--- config.mk ---
export PLATFORM = sky130hd
export DESIGN_NAME = eew_target
export DESIGN_NICKNAME = d
export VERILOG_FILES = /design/src/rtl/eew_pkg.sv /design/src/rtl/eew_line_sync.sv /design/src/rtl/eew_frame_ctl.sv /design/src/rtl/eew_page_store.sv /design/src/rtl/eew_target.sv
export SDC_FILE = /design/constraint.sdc
export NUM_CORES = 2
export LEC_CHECK = 0
export BUFFER_PORTS_ARGS = -buffer_cell sky130_fd_sc_hd__buf_4
export CAP_MARGIN = 25
export CORE_MARGIN = 2
export CORE_UTILIZATION = 65
export CTS_BUF_LIST = sky130_fd_sc_hd__clkbuf_16
export CTS_CLUSTER_SIZE = 16
export DETAILED_ROUTE_END_ITERATION = 7
export PLACE_DENSITY = 0.81
export SKIP_CTS_REPAIR_TIMING = 1
export SYNTH_ARGS = -nofsm -noshare
export SYNTH_HDL_FRONTEND = slang
export SYNTH_SLANG_ARGS = --single-unit
--- constraint.sdc ---
create_clock -name clk -period 8.2 [get_ports clk]
set_input_delay 0.82 -clock clk [delete_from_list [all_inputs] [get_ports clk]]
set_output_delay 0.82 -clock clk [all_outputs]
set_load 0.05 [all_outputs]
--- src/rtl/eew_pkg.sv ---
// Shared types for the two-wire EEPROM write target.
// Assumes: nothing beyond standard SystemVerilog.
package eew_pkg;
    typedef enum logic [1:0] {
        FS_IDLE,   // standby, waiting for a start
        FS_SEL,    // receiving the select byte
        FS_ADDR,   // receiving the word address
        FS_DATA    // receiving data bytes
    } fstate_t;
endpackage

--- src/rtl/eew_line_sync.sv ---
// Brings SCL and SDA into the clock domain and derives bus events.
// Assumes: the bus is slow compared with clk (several clocks per SCL phase),
// and both lines idle high.
module eew_line_sync (
    input  logic clk,
    input  logic rst_n,
    input  logic scl_i,
    input  logic sda_i,
    output logic scl_rise_o,
    output logic scl_fall_o,
    output logic start_o,
    output logic stop_o,
    output logic sda_s_o
);
    logic [2:0] scl_p;
    logic [2:0] sda_p;

    // two sync stages plus one history stage per line
    always_ff @(posedge clk) begin
        if (!rst_n) begin
            scl_p <= 3'b111;
            sda_p <= 3'b111;
        end else begin
            scl_p <= {scl_p[1:0], scl_i};
            sda_p <= {sda_p[1:0], sda_i};
        end
    end

    // event decode from the synchronized value and its previous sample
    always_comb begin
        scl_rise_o = scl_p[1] & ~scl_p[2];
        scl_fall_o = ~scl_p[1] & scl_p[2];
        start_o    = scl_p[1] & scl_p[2] & sda_p[2] & ~sda_p[1];
        stop_o     = scl_p[1] & scl_p[2] & ~sda_p[2] & sda_p[1];
        sda_s_o    = sda_p[1];
    end
endmodule

--- src/rtl/eew_frame_ctl.sv ---
// Byte framing, select matching, acknowledge generation and page pointer.
// Assumes: events come from eew_line_sync. Bits are sampled on the SCL rise.
// Acknowledge is driven from one SCL fall to the next.
module eew_frame_ctl
    import eew_pkg::*;
#(
    parameter int          ADDR_W   = 8,
    parameter int          PAGE_AW  = 3,
    parameter logic [3:0]  DEV_CODE = 4'b1010
) (
    input  logic                      clk,
    input  logic                      rst_n,
    input  logic                      scl_rise_i,
    input  logic                      scl_fall_i,
    input  logic                      start_i,
    input  logic                      stop_i,
    input  logic                      sda_s_i,
    input  logic [2:0]                strap_i,
    input  logic                      busy_i,
    output logic                      sda_oe_o,
    output logic                      buf_clr_o,
    output logic                      buf_wr_o,
    output logic [PAGE_AW-1:0]        buf_idx_o,
    output logic [7:0]                buf_data_o,
    output logic                      commit_o,
    output logic [ADDR_W-PAGE_AW-1:0] row_o
);
    localparam int ROW_W = ADDR_W - PAGE_AW;

    fstate_t             state_q;
    logic [7:0]          sh_q;
    logic [2:0]          bitcnt_q;
    logic                byte_done_q;
    logic                ack_ph_q;
    logic                oe_q;
    logic                got_data_q;
    logic [PAGE_AW-1:0]  ptr_q;
    logic [ROW_W-1:0]    row_q;
    logic                byte_eval;
    logic                sel_ok;

    // decide on a completed byte at the SCL fall that ends it
    always_comb begin
        byte_eval = scl_fall_i & byte_done_q & ~ack_ph_q & ~busy_i & ~start_i & ~stop_i;
        sel_ok    = (sh_q[7:4] == DEV_CODE) && (sh_q[3:1] == strap_i) && !sh_q[0];
        buf_wr_o  = byte_eval && (state_q == FS_DATA);
        buf_idx_o = ptr_q;
        buf_data_o = sh_q;
        buf_clr_o = start_i & ~busy_i;
        commit_o  = stop_i & ~busy_i & got_data_q;
        row_o     = row_q;
        sda_oe_o  = oe_q;
    end

    // framing state machine
    always_ff @(posedge clk) begin
        if (!rst_n) begin
            state_q     <= FS_IDLE;
            sh_q        <= '0;
            bitcnt_q    <= '0;
            byte_done_q <= 1'b0;
            ack_ph_q    <= 1'b0;
            oe_q        <= 1'b0;
            got_data_q  <= 1'b0;
            ptr_q       <= '0;
            row_q       <= '0;
        end else if (busy_i) begin
            state_q     <= FS_IDLE;
            bitcnt_q    <= '0;
            byte_done_q <= 1'b0;
            ack_ph_q    <= 1'b0;
            oe_q        <= 1'b0;
            got_data_q  <= 1'b0;
        end else if (start_i) begin
            state_q     <= FS_SEL;
            bitcnt_q    <= '0;
            byte_done_q <= 1'b0;
            ack_ph_q    <= 1'b0;
            oe_q        <= 1'b0;
            got_data_q  <= 1'b0;
        end else if (stop_i) begin
            state_q     <= FS_IDLE;
            bitcnt_q    <= '0;
            byte_done_q <= 1'b0;
            ack_ph_q    <= 1'b0;
            oe_q        <= 1'b0;
            got_data_q  <= 1'b0;
        end else if (scl_fall_i) begin
            if (ack_ph_q) begin
                oe_q     <= 1'b0;
                ack_ph_q <= 1'b0;
            end else if (byte_done_q) begin
                byte_done_q <= 1'b0;
                bitcnt_q    <= '0;
                case (state_q)
                    FS_SEL: begin
                        if (sel_ok) begin
                            oe_q     <= 1'b1;
                            ack_ph_q <= 1'b1;
                            state_q  <= FS_ADDR;
                        end else begin
                            state_q  <= FS_IDLE;
                        end
                    end
                    FS_ADDR: begin
                        oe_q     <= 1'b1;
                        ack_ph_q <= 1'b1;
                        row_q    <= sh_q[7:PAGE_AW];
                        ptr_q    <= sh_q[PAGE_AW-1:0];
                        state_q  <= FS_DATA;
                    end
                    FS_DATA: begin
                        oe_q       <= 1'b1;
                        ack_ph_q   <= 1'b1;
                        got_data_q <= 1'b1;
                        ptr_q      <= ptr_q + 1'b1;
                    end
                    default: state_q <= FS_IDLE;
                endcase
            end
        end else if (scl_rise_i && state_q != FS_IDLE && !ack_ph_q && !byte_done_q) begin
            sh_q <= {sh_q[6:0], sda_s_i};
            if (bitcnt_q == 3'd7) byte_done_q <= 1'b1;
            else                  bitcnt_q    <= bitcnt_q + 1'b1;
        end
    end


    oe_quiet_busy_chk: assert property (@(posedge clk) disable iff (!rst_n)
        busy_i |-> !sda_oe_o);

    idle_no_ack_chk: assert property (@(posedge clk) disable iff (!rst_n)
        (state_q == FS_IDLE) |-> !sda_oe_o);

    row_hold_chk: assert property (@(posedge clk) disable iff (!rst_n)
        (state_q == FS_DATA && $past(state_q) == FS_DATA) |-> $stable(row_q));

    ack_on_fall_chk: assert property (@(posedge clk) disable iff (!rst_n)
        $rose(sda_oe_o) |-> $past(scl_fall_i));
endmodule

--- src/rtl/eew_page_store.sv ---
// Page buffer, write-cycle timer and the register array it commits into.
// Assumes: commit_i is only raised when not busy. The row is sampled on commit_i.
module eew_page_store #(
    parameter int ADDR_W    = 8,
    parameter int PAGE_AW   = 3,
    parameter int WR_CYCLES = 50000
) (
    input  logic                      clk,
    input  logic                      rst_n,
    input  logic                      buf_clr_i,
    input  logic                      buf_wr_i,
    input  logic [PAGE_AW-1:0]        buf_idx_i,
    input  logic [7:0]                buf_data_i,
    input  logic                      commit_i,
    input  logic [ADDR_W-PAGE_AW-1:0] row_i,
    input  logic [ADDR_W-1:0]         peek_addr_i,
    output logic [7:0]                peek_data_o,
    output logic                      busy_o
);
    localparam int PAGE_N = 1 << PAGE_AW;
    localparam int DEPTH  = 1 << ADDR_W;
    localparam int ROW_W  = ADDR_W - PAGE_AW;
    localparam int TW     = $clog2(WR_CYCLES + 1);

    logic [7:0]        buf_q [PAGE_N];
    logic [PAGE_N-1:0] vld_q;
    logic [ROW_W-1:0]  row_q;
    logic              busy_q;
    logic [TW-1:0]     timer_q;
    logic              fire;
    logic [7:0]        mem_q [DEPTH];

    // the write cycle ends on its last counted clock
    always_comb fire = busy_q && (timer_q == TW'(WR_CYCLES - 1));

    // page buffer and valid mask
    always_ff @(posedge clk) begin
        if (!rst_n) begin
            vld_q <= '0;
            for (int i = 0; i < PAGE_N; i++) buf_q[i] <= '0;
        end else if (fire || buf_clr_i) begin
            vld_q <= '0;
        end else if (buf_wr_i && !busy_q) begin
            buf_q[buf_idx_i] <= buf_data_i;
            vld_q[buf_idx_i] <= 1'b1;
        end
    end

    // write-cycle timer
    always_ff @(posedge clk) begin
        if (!rst_n) begin
            busy_q  <= 1'b0;
            timer_q <= '0;
            row_q   <= '0;
        end else if (fire) begin
            busy_q  <= 1'b0;
            timer_q <= '0;
        end else if (busy_q) begin
            timer_q <= timer_q + 1'b1;
        end else if (commit_i) begin
            busy_q  <= 1'b1;
            timer_q <= '0;
            row_q   <= row_i;
        end
    end

    // register array, updated only for the valid slots when the cycle ends
    always_ff @(posedge clk) begin
        if (!rst_n) begin
            for (int a = 0; a < DEPTH; a++) mem_q[a] <= '0;
        end else if (fire) begin
            for (int i = 0; i < PAGE_N; i++)
                if (vld_q[i]) mem_q[{row_q, PAGE_AW'(i)}] <= buf_q[i];
        end
    end

    always_comb begin
        peek_data_o = mem_q[peek_addr_i];
        busy_o      = busy_q;
    end


    cycle_len_chk: assert property (@(posedge clk) disable iff (!rst_n)
        $fell(busy_q) |-> $past(timer_q) == TW'(WR_CYCLES - 1));

    commit_has_data_chk: assert property (@(posedge clk) disable iff (!rst_n)
        $rose(busy_q) |-> ($past(commit_i) && $past(vld_q) != '0));
endmodule

--- src/rtl/eew_target.sv ---
// Top of the two-wire EEPROM write target: sync, framing, page store.
// Assumes: SDA is open-drain outside. sda_oe_o = 1 pulls the line low.
module eew_target #(
    parameter int         ADDR_W    = 8,
    parameter int         PAGE_AW   = 3,
    parameter int         WR_CYCLES = 50000,
    parameter logic [3:0] DEV_CODE  = 4'b1010
) (
    input  logic              clk,
    input  logic              rst_n,
    input  logic              scl_i,
    input  logic              sda_i,
    input  logic [2:0]        strap_i,
    output logic              sda_oe_o,
    output logic              busy_o,
    input  logic [ADDR_W-1:0] peek_addr_i,
    output logic [7:0]        peek_data_o
);
    localparam int ROW_W = ADDR_W - PAGE_AW;

    logic                scl_rise, scl_fall, start_ev, stop_ev, sda_s;
    logic                buf_clr, buf_wr, commit;
    logic [PAGE_AW-1:0]  buf_idx;
    logic [7:0]          buf_data;
    logic [ROW_W-1:0]    row;

    eew_line_sync u_sync (
        .clk(clk), .rst_n(rst_n), .scl_i(scl_i), .sda_i(sda_i),
        .scl_rise_o(scl_rise), .scl_fall_o(scl_fall),
        .start_o(start_ev), .stop_o(stop_ev), .sda_s_o(sda_s)
    );

    eew_frame_ctl #(.ADDR_W(ADDR_W), .PAGE_AW(PAGE_AW), .DEV_CODE(DEV_CODE)) u_frame (
        .clk(clk), .rst_n(rst_n), .scl_rise_i(scl_rise), .scl_fall_i(scl_fall),
        .start_i(start_ev), .stop_i(stop_ev), .sda_s_i(sda_s), .strap_i(strap_i),
        .busy_i(busy_o), .sda_oe_o(sda_oe_o), .buf_clr_o(buf_clr), .buf_wr_o(buf_wr),
        .buf_idx_o(buf_idx), .buf_data_o(buf_data), .commit_o(commit), .row_o(row)
    );

    eew_page_store #(.ADDR_W(ADDR_W), .PAGE_AW(PAGE_AW), .WR_CYCLES(WR_CYCLES)) u_store (
        .clk(clk), .rst_n(rst_n), .buf_clr_i(buf_clr), .buf_wr_i(buf_wr),
        .buf_idx_i(buf_idx), .buf_data_i(buf_data), .commit_i(commit), .row_i(row),
        .peek_addr_i(peek_addr_i), .peek_data_o(peek_data_o), .busy_o(busy_o)
    );
endmodule

==> out/metrics.yaml <==
rsz0062_at_grt: "false"
synth_compound_area_frac: 0.04970
num_vias: 64930
synth_edf_count: 2112
post-route-period-util: 0.7865
nets: 6826
clk_pin_slew_ns: 0.06
ioPinCount: 25
grt_pass1_wl_um: 428100
placed_area_mm2: 0.09743
hpwl_um: 172100
async_reset_ff_frac: 0
final_cell_mix: "nor2_1 (2127), edfxtp_1 (2112), mux4_2 (405)"
combPwrFrac: 0.067
syn_to_final_growth_pct: 10.21
dr.pass1.iters: 8
fin_worst_skew_ns: 0.03464
placementRows: 139
internal-power_mw: 18.26
synth_fa_ha_area_frac: 0.001194
routed_wirelength_um: 304400
yosysWarnings: 0
hp-class: "input port to flop"
die-width_um: 384.9
pwr-share-seq: 0.544
clockPowerShare: 0.388
portBuffers: 24
fillers: 8386
start_kind: "input port"
slew_viol_final: 0
cp-end-kind: "output pin"
fin_util: 0.7226
maxCapViolCount: 0
gp_congestion: 0.9303
status: "finished with violations"
synth_cells: 6852
ys_types: 64
yosys_register_bits: 2173
start_util: 0.6556
yosysSeqAreaShare: 0.6855
clk_latency_ns: 0.87
ctsRootBufferMaster: "clkbuf_16"
grt_max_degree: 123
fmax_mhz: 155.1
coreArea_mm2: 0.1438
cp_common_cell: "buf_4"
slew_headroom: 0.07677
final_area_mm2: 0.1039
synth-xor-area-share: 0.0007431
synth_top_family_by_area: "multiplexers"
peakVddDrop_uv: 255.3
grt_pass1_vias: 62190
critPathMaxStageDelay_ns: 1.15
hold_viol_final: 0
cpMaxStageDelayCell: "a221oi_1"
post-route-drc-count: 4
p_per_area_mw_per_mm2: 227.2
min_period_ns: 6.449
synth_top_cell_by_area: "edfxtp_1"
cts_buffers: 207
grt_remaining_overflow: 0
tightest_slew_ns: 1.385
synth_fp_nets: 6876
wl_per_cell_um: 34.25
syn_avg_cell_area_um2: 13.76
synthFlopType: "edfxtp_1"
setup_ws_ns: 1.751
drive_gt1_frac: 0.1826
netlist_area_mm2: 0.09430
required_ns: 7.38
ctsLongestPathBuffers: 3
antenna_left: 0
switching_share: 0.2265
ys_top_cells_by_area: "edfxtp_1 (67%), mux4_2 (9.7%), nor2_1 (8.5%), mux2i_1 (2.4%), clkbuf_1 (2.3%)"
htree_levels: 4
switching_power_mw: 5.348
critical_path.cell_chain: "buf_4 -> buf_4 -> and2_1 -> a221oi_1 -> o21ai_0 -> a221oi_1 -> o32ai_1 -> a211oi_1 -> buf_4 -> buf_4"
cts_sinks: 2173
drt_iter0_markers: 14770
cts_tree: "yes"
final_common_cell: "nor2_1"
die_area_mm2: 0.1481
die_h_um: 384.9
cp.arrival_ns: 5.63
violations: "design-rule violations"
finalSetupTns_ns: 0
dp_slack_ns: 2.196
leakage_nw: 33.03
antenna_found_initial: 13
setup_viol: 0
routed_via_density: 7.305
crit_fanout: 46
yosysTopAreaCellShare: 0.6726
synthMuxAreaShare: 0.1223
path_class: "input port to output pin"
synthSimpleGateAreaFrac: 0.1086
grt_usage: 0.4115
==> cells in the mapped netlist (all sizes together) (20+ instances only) <==
library cell and count:
a211oi 20, a21oi 95, a221oi 40, a22o 33
a22oi 103, and2 78, buf 138, clkbuf 569
dfxtp 61, edfxtp 2112, mux2i 226, mux4 405
nand2 175, nand2b 24, nand3 37, nor2 2136
nor3 36, o21ai 297, o221ai 42, o22ai 42
==> per-layer routing <==
metal / vias to the layer above / track usage / part of all wire
met5: - / 0 / 0.00045
li1: 25000 / - / -
met4: 16 / 0.2717 / 0.081
met3: 1636 / 0.1574 / 0.19
met2: 7303 / 0.5920 / 0.43
met1: 30980 / 0.5256 / 0.29
==> power by group through the flow <==
stage | clock network (mW) | registers (mW) | logic, mW
floorplan | 0 | 13.0 | 0.937
global placement | 0 | 13.0 | 1.46
detailed placement | 0 | 13.1 | 1.50
CTS | 9.08 | 12.8 | 1.51
global route | 9.52 | 12.9 | 1.60
finish | 9.17 | 12.9 | 1.59
==> area by class of cell <==
class | count | area, um^2 | area share
Tap cell | 1903 | 2381 | 0.02291
Multi-Input combinational cell | 3958 | 26970 | 0.2595
Clock inverter | 168 | 1132 | 0.01090
Antenna cell | 15 | 37.54 | 0.0003612
Inverter | 14 | 52.55 | 0.0005056
Sequential cell | 2173 | 64640 | 0.6220
Timing Repair Buffer | 448 | 3480 | 0.03348
Clock buffer | 209 | 5230 | 0.05032
==> worst paths after layout <==
check	endpoint	cells past startpoint	slack, ns	startpoint
worst min register to register	u_sync.scl_p[1]	1	0.41	u_sync.scl_p[0]
worst max register to register	u_store.mem_q[197][0]	5	3.99	u_store.row_q[3]
worst max-delay path	peek_data_o[3]	10	1.75	peek_addr_i[3]
worst min-delay path	u_sync.scl_p[0]	2	0.16	scl_i
==> cell families after synthesis <==
kind of cell / after synthesis
AND/OR/NAND/NOR: 2561
flip-flops: 2173
AO/OA/AOI/OAI: 736
buffers and inverters: 721
multiplexers: 644
adder cells (fa/ha/maj): 9
XOR/XNOR: 8
==> stage by stage <==
step           total power [mW]  cells  hold slack [ns]
2_1_floorplan             13.93   6852           0.3863
3_3_place_gp              14.48   8437           0.3972
3_5_place_dp              14.57   8483           0.3956
4_1_cts                   23.45   8860           0.1286
5_1_grt                   24.00   8873           0.1443
6_report                  23.61   8888           0.1586
==> worst max-delay path, delay by kind of cell <==
family | cells | cell delay [ns]
compound gates | 5 | 2.96
buf+inv | 4 | 1.14
simple gates | 1 | 0.64
==> state kept, by name (all words and copies together), names as in the netlist <==
signal and cells:
u_sync.scl_p 3, u_frame.buf_data_o 8, u_frame.bitcnt_q 3, u_frame.sda_oe_o 1, u_store.mem_q 2048, u_frame.row_o 5, u_frame.byte_done_q 1, u_sync.sda_p 3
u_store.vld_q 8, u_frame.ack_ph_q 1, u_store.buf_q 64, u_store.busy_o 1, u_frame.buf_idx_o 3, u_frame.state_q 2, u_store.timer_q 16, u_frame.got_data_q 1
u_store.row_q 5
No activity file was read; power rests on OpenSTA's default activity.
